[src/rtl/rtc_regs.sv]
module rtc_regs #(
  parameter int IDX_W  = 7,
  parameter int RAM_LO = 14
) (
  input  logic       clk,
  input  logic       rst_n,
  input  logic       soft_rst,
  input  logic       port_sel,
  input  logic       wr_en,
  input  logic       rd_en,
  input  logic [7:0] wdata,
  output logic [7:0] rdata,
  input  logic       upd_start,
  input  logic       upd_end,
  input  logic       per_tick,
  input  logic [7:0] cur_sec,
  input  logic [7:0] cur_min,
  input  logic [7:0] cur_hour,
  output logic       irq
);
  localparam int NREG = 1 << IDX_W;
  localparam int RAM_N = NREG - RAM_LO;
  localparam logic [IDX_W-1:0] IX_ASEC = IDX_W'(1);
  localparam logic [IDX_W-1:0] IX_AMIN = IDX_W'(3);
  localparam logic [IDX_W-1:0] IX_AHR  = IDX_W'(5);
  localparam logic [IDX_W-1:0] IX_A    = IDX_W'(10);
  localparam logic [IDX_W-1:0] IX_B    = IDX_W'(11);
  localparam logic [IDX_W-1:0] IX_C    = IDX_W'(12);
  localparam logic [IDX_W-1:0] IX_D    = IDX_W'(13);
  localparam logic [IDX_W-1:0] IX_RAM  = IDX_W'(RAM_LO);
  localparam logic [7:0] A_RST = 8'h26;
  localparam logic [7:0] B_RST = 8'h02;
  localparam logic [7:0] D_VAL = 8'h80;

  logic [IDX_W-1:0] idx;
  logic [7:0] alm_s, alm_m, alm_h;
  logic [7:0] reg_a, reg_b, reg_c;
  logic [7:0] a_nxt, b_nxt, c_nxt, c_set;
  logic [7:0] ram [RAM_N];

  wire ix_wr  = wr_en & ~port_sel;
  wire dat_wr = wr_en & port_sel;
  wire dat_rd = rd_en & port_sel;
  wire a_wr   = dat_wr && idx == IX_A;
  wire b_wr   = dat_wr && idx == IX_B;
  wire c_rd   = dat_rd && idx == IX_C;
  wire in_ram = idx >= IX_RAM;
  wire bin_md = reg_b[2];

  function automatic logic [7:0] decode(input logic [7:0] v, input logic bin);
    return bin ? v : 8'(v[7:4]) * 8'd10 + 8'(v[3:0]);
  endfunction

  function automatic logic field_ok(input logic [7:0] alm, input logic [7:0] cur,
                                    input logic bin);
    return (alm[7:6] == 2'b11) || (decode(alm, bin) == cur);
  endfunction

  wire alarm_hit = field_ok(alm_s, cur_sec, bin_md) &
                   field_ok(alm_m, cur_min, bin_md) &
                   field_ok(alm_h, cur_hour, bin_md);

  always_comb begin
    a_nxt = reg_a;
    if (a_wr) a_nxt = {reg_a[7], wdata[6:0]};
    if (upd_start && !reg_b[7]) a_nxt[7] = 1'b1;
    if (upd_end) a_nxt[7] = 1'b0;
    if (b_wr && wdata[7]) a_nxt[7] = 1'b0;
  end

  always_comb begin
    b_nxt = reg_b;
    if (b_wr) b_nxt = wdata[7] ? (wdata & 8'hEF) : wdata;
    if (soft_rst) b_nxt = b_nxt & 8'h97;
  end

  always_comb begin
    c_set = 8'h00;
    if (per_tick && reg_b[6]) c_set = c_set | 8'hC0;
    if (upd_end) begin
      c_set = c_set | 8'h10;
      if (reg_b[4]) c_set = c_set | 8'h80;
      if (reg_b[5] && alarm_hit) c_set = c_set | 8'hA0;
    end
    c_nxt = (c_rd ? 8'h00 : reg_c) | c_set;
    if (soft_rst) c_nxt = 8'h00;
  end

  always_ff @(posedge clk or negedge rst_n) begin
    if (!rst_n) begin
      idx   <= '0;
      alm_s <= 8'h00;
      alm_m <= 8'h00;
      alm_h <= 8'h00;
      reg_a <= A_RST;
      reg_b <= B_RST;
      reg_c <= 8'h00;
    end else begin
      if (ix_wr) idx <= wdata[IDX_W-1:0];
      if (dat_wr && idx == IX_ASEC) alm_s <= wdata;
      if (dat_wr && idx == IX_AMIN) alm_m <= wdata;
      if (dat_wr && idx == IX_AHR)  alm_h <= wdata;
      reg_a <= a_nxt;
      reg_b <= b_nxt;
      reg_c <= c_nxt;
    end
  end

  always_ff @(posedge clk) begin
    if (dat_wr && in_ram) ram[idx - IX_RAM] <= wdata;
  end

  always_comb begin
    rdata = 8'h00;
    if (!port_sel) rdata = 8'hFF;
    else if (in_ram) rdata = ram[idx - IX_RAM];
    else begin
      case (idx)
        IX_ASEC: rdata = alm_s;
        IX_AMIN: rdata = alm_m;
        IX_AHR:  rdata = alm_h;
        IX_A:    rdata = reg_a;
        IX_B:    rdata = reg_b;
        IX_C:    rdata = reg_c;
        IX_D:    rdata = D_VAL;
        default: rdata = 8'h00;
      endcase
    end
  end

  assign irq = reg_c[7];
endmodule


[config.mk]
export PLATFORM = sky130hd
export DESIGN_NAME = rtc_regs
export DESIGN_NICKNAME = d
export VERILOG_FILES = /design/src/rtl/rtc_regs.sv
export SDC_FILE = /design/constraint.sdc
export NUM_CORES = 1
export LEC_CHECK = 0
export CAP_MARGIN = 5
export CORE_MARGIN = 1
export CORE_UTILIZATION = 45
export DETAILED_ROUTE_END_ITERATION = 8
export DONT_BUFFER_PORTS = 1
export PLACE_DENSITY = 0.58
export SLEW_MARGIN = 20
export SYNTH_ARGS = -nofsm -noshare
export SYNTH_HDL_FRONTEND = slang
export SYNTH_SLANG_ARGS = --single-unit
[constraint.sdc]
create_clock -name clk -period 4.6 [get_ports clk]
set_input_delay 0.92 -clock clk [delete_from_list [all_inputs] [get_ports clk]]
set_output_delay 0.92 -clock clk [all_outputs]
set_load 0.02 [all_outputs]
==> summary.md <==
| Metric | Value |
|---|---|
| Area of the multi-input gates | 12100 µm² |
| Final worst path period need | 4.59 ns |
| Register bit total from synthesis | 963 |
| Grt met1 use | 34.0% |
| Unrepaired setup endpoints after global routing | true |
| TritonCTS clock tree | done |
| Initial antenna violation count | 0 |
| Die height | 305 µm |
| # H-tree levels | 3 |
| CTS clk-pin slew, worst paths | 0.06 ns |
| # IOs | 50 |
| Static leakage | 16.0 nW |
| Worst clock skew | 0.0310 ns |
| CTS root buffer | clkbuf_16 |
| Relative slew slack | 29.4% |
| Clk sinks | 963 |
| Pwr Density | 465 nW/µm² |
| Status | complete, no violations |
| Clock buffer depth | 3 |
| Setup CP Type | register to output port |
| Worst Setup End Kind | output port |
| Peak per-stage delay on the critical path | 0.56 ns |
| Total track usage | 23.4% |
| Post-synth top area share | 66.4% |
| Routed Antenna Nets | 0 |
| Remaining DRCs | 0 |
| Yosys warns | 0 |
| Storage element area | 28700 µm² |
| Tightest Pin Transition | 1.06 ns |
| Row count | 110 |
| Most common cell after layout, fill and taps aside | edfxtp_1 |
| Req. time, crit path | 3.68 ns |
| Syn_area_per_cell | 17.3 µm² |
| Commonest cells after routing, fill and taps aside | edfxtp_1 (912), mux2i_1 (202), nor2_1 (185) |
| Post-Synthesis Cell Area | 41200 µm² |
| Initial Utilization | 45.6% |
| Drt pass-1 iters | 6 |
| Ant. Diodes | 0 |
| GRT overflow | 0 |
| Mapped Nets | 2458 |
| DRT Wirelength | 110 mm |
| Clock Latency Late Sink | 0.68 ns |
| Met2 GRT Util | 36.9% |
| Post-synth top flop | edfxtp_1 |
| Ranking of synthesized cells by area | edfxtp_1 (66%), mux4_2 (9.3%), mux2i_1 (5.2%) |
| Final setup fails | 0 |
| Final slew viol count | 0 |
| CTS Buf Count | 99 |
| CP Launch Point | idx[0] |
| Vias | 23479 |
| Vias in the first global route | 23195 |
| Layout area overhead | 16.5% |
| Die width | 305 µm |
| Core ar. | 90400 µm² |
| Worst path arrival time | 3.67 ns |
| Seq/Total Area, Yosys | 69.5% |
| Worst Hold Class | primary input to async pin |
| Fill cells | 7146 |
| Final Hold Vio Count | 0 |
| Synth area leader | edfxtp_1 |
| Startpoint types | register |
| CP max FO | 15 |
| Post-synth EDFFs | 912 |
| Cells along the critical path | buf_12, buf_16, buf_12, buf_4, mux4_2, nand2_1, nand2_1, a21oi_2, o22ai_1, a221o_2 |
| Routed len/inst | 28.7 µm |
| GP Congestion | 0.901 |
| Port buffer count | 0 |
| Busiest grt layer | met2 |
| Slowest CP cell | mux4_2 |
| Full die area | 92900 µm² |
| Worst Hold Slack | 0.0801 ns |
| First-pass GRT wire length | 160 mm |
| NumNets Final | 2639 |
| Peak supply drop | 0.000278 V |
| Cells after Synth | 2385 |
| Initial drt markers | 2465 |
| Max cap viols | 0 |
| Pin count of the biggest net entering global routing | 121 |
| Max Fclk | 0.218 GHz |
| Detail Placement HPWL | 63.5 mm |
| Startpoint of the worst register-to-register path | idx[0] |
| Vias per std cell | 6.14 |
| Synth cell types | 70 |
| Layout cell share with drive strength beyond 1 | 25.9% |
| Power Total | 22.3 mW |
| Met3 usage | 3.09% |
| Async SR Flop Fraction | 5.30% |
| Period utilisation layout | 99.8% |
==> cell type report <==
| class | instances | share of cell area (%) |
|---|---|---|
| multi-input combinational | 1262 | 25.2 |
| inverter | 23 | 0.201 |
| timing repair buffer | 217 | 4.84 |
| sequential | 963 | 59.7 |
| clock buffer | 119 | 5.40 |
| clock inverter | 62 | 1.57 |
| tap | 1176 | 3.06 |
==> per-stage QoR <==
stage	instance area (µm²)	TNS, ns	utilization, %	worst slack, ns	cells
after floorplan	41200	0	-	0.154	2385
after global placement	43100	-0.206	47.7	-0.206	3559
after detailed placement	43100	-0.157	47.7	-0.157	3559
after CTS	47300	-0.00288	52.3	-0.00288	3776
after global routing	48000	-0.132	53.1	-0.0503	3822
final	48000	0	53.1	0.0111	3822
==> synthesized netlist by cell type, types with 5 or more instances <==
cell,instances
buf_2,50
inv_1,22
a32oi_1,5
mux2i_1,216
clkbuf_1,39
mux4_2,171
a221oi_1,10
nand2_1,74
nand2b_1,13
buf_6,20
dfrtp_1,47
o2111a_1,15
mux2_2,65
and2_1,9
o211ai_1,54
nand3_1,26
a21oi_1,58
nor4_1,11
a22oi_1,6
edfxtp_1,912
buf_4,22
o21ai_0,72
buf_1,7
fa_1,6
nor3b_1,5
nor2_1,189
nor4b_1,5
xnor2_1,14
or3_1,11
nor3_1,32
o22ai_1,20
o2111ai_1,14
o221ai_1,8
nor2b_1,11
xor2_1,18
ha_1,26
a31oi_1,6
a211oi_1,22
a22o_1,5
a2111oi_0,6
==> layer usage <==
metal / wire length (µm) / up-vias / part of all wire [%]
li1: - / 10019 / -
met1: 47600 / 12269 / 43
met2: 51700 / 1019 / 47
met3: 7520 / 172 / 6.9
met4: 2910 / 0 / 2.6
met5: 0 / - / 0
==> flip-flops by register name, summed over array words and instances, names as in the netlist <==
register  flops
ram         912
alm_h         8
alm_m         8
alm_s         8
reg_a         8
reg_b         8
idx           7
reg_c         4
==> worst max-delay path, delay by kind of cell (launching register included) <==
family,cells,cell delay (ns)
buf+inv,4,0.71
simple gates,2,0.18
mux,1,0.56
compound gates,3,1.05
flops,1,0.47
==> kinds of logic after synthesis <==
| family | synth area share [%] |
|---|---|
| AO/OA/AOI/OAI | 5.64 |
| flip-flops | 69.5 |
| buffers and inverters | 2.18 |
| XOR/XNOR | 0.680 |
| adder cells (fa/ha/maj) | 1.08 |
| multiplexers | 16.4 |
| AND/OR/NAND/NOR | 4.56 |
==> what timing repair did <==
| action | CTS | global route |
|---|---|---|
| endpoints found under the hold margin | 47 | 0 |
| cloned | 8 | 4 |
| setup endpoints to repair | 8 | 8 |
| setup buffers | 27 | 42 |
| resized for setup | 62 | 78 |
| pin swaps | 7 | 18 |
| hold buffers | 1 | 0 |
==> final timing paths <==
kind / to / slack [ns] / cells past startpoint
worst max-delay path: rdata[2] / 0.01 / 10
worst min-delay path: alm_m[6] / 0.08 / 1
worst max register to register: ram[45][4] / 0.41 / 11
worst min register to register: reg_a[4] / 0.52 / 1
max in group asynchronous: idx[0] / 4.25 / 1
min in group clk: reg_a[7] / 0.30 / 1
==> power breakdown <==
group | internal [mW] | switching [mW]
clock network | 4.87 | 3.42
logic | 1.86 | 2.33
registers | 9.70 | 0.140
total | 16.4 | 5.89
No activity file was read; power rests on OpenSTA's default activity.
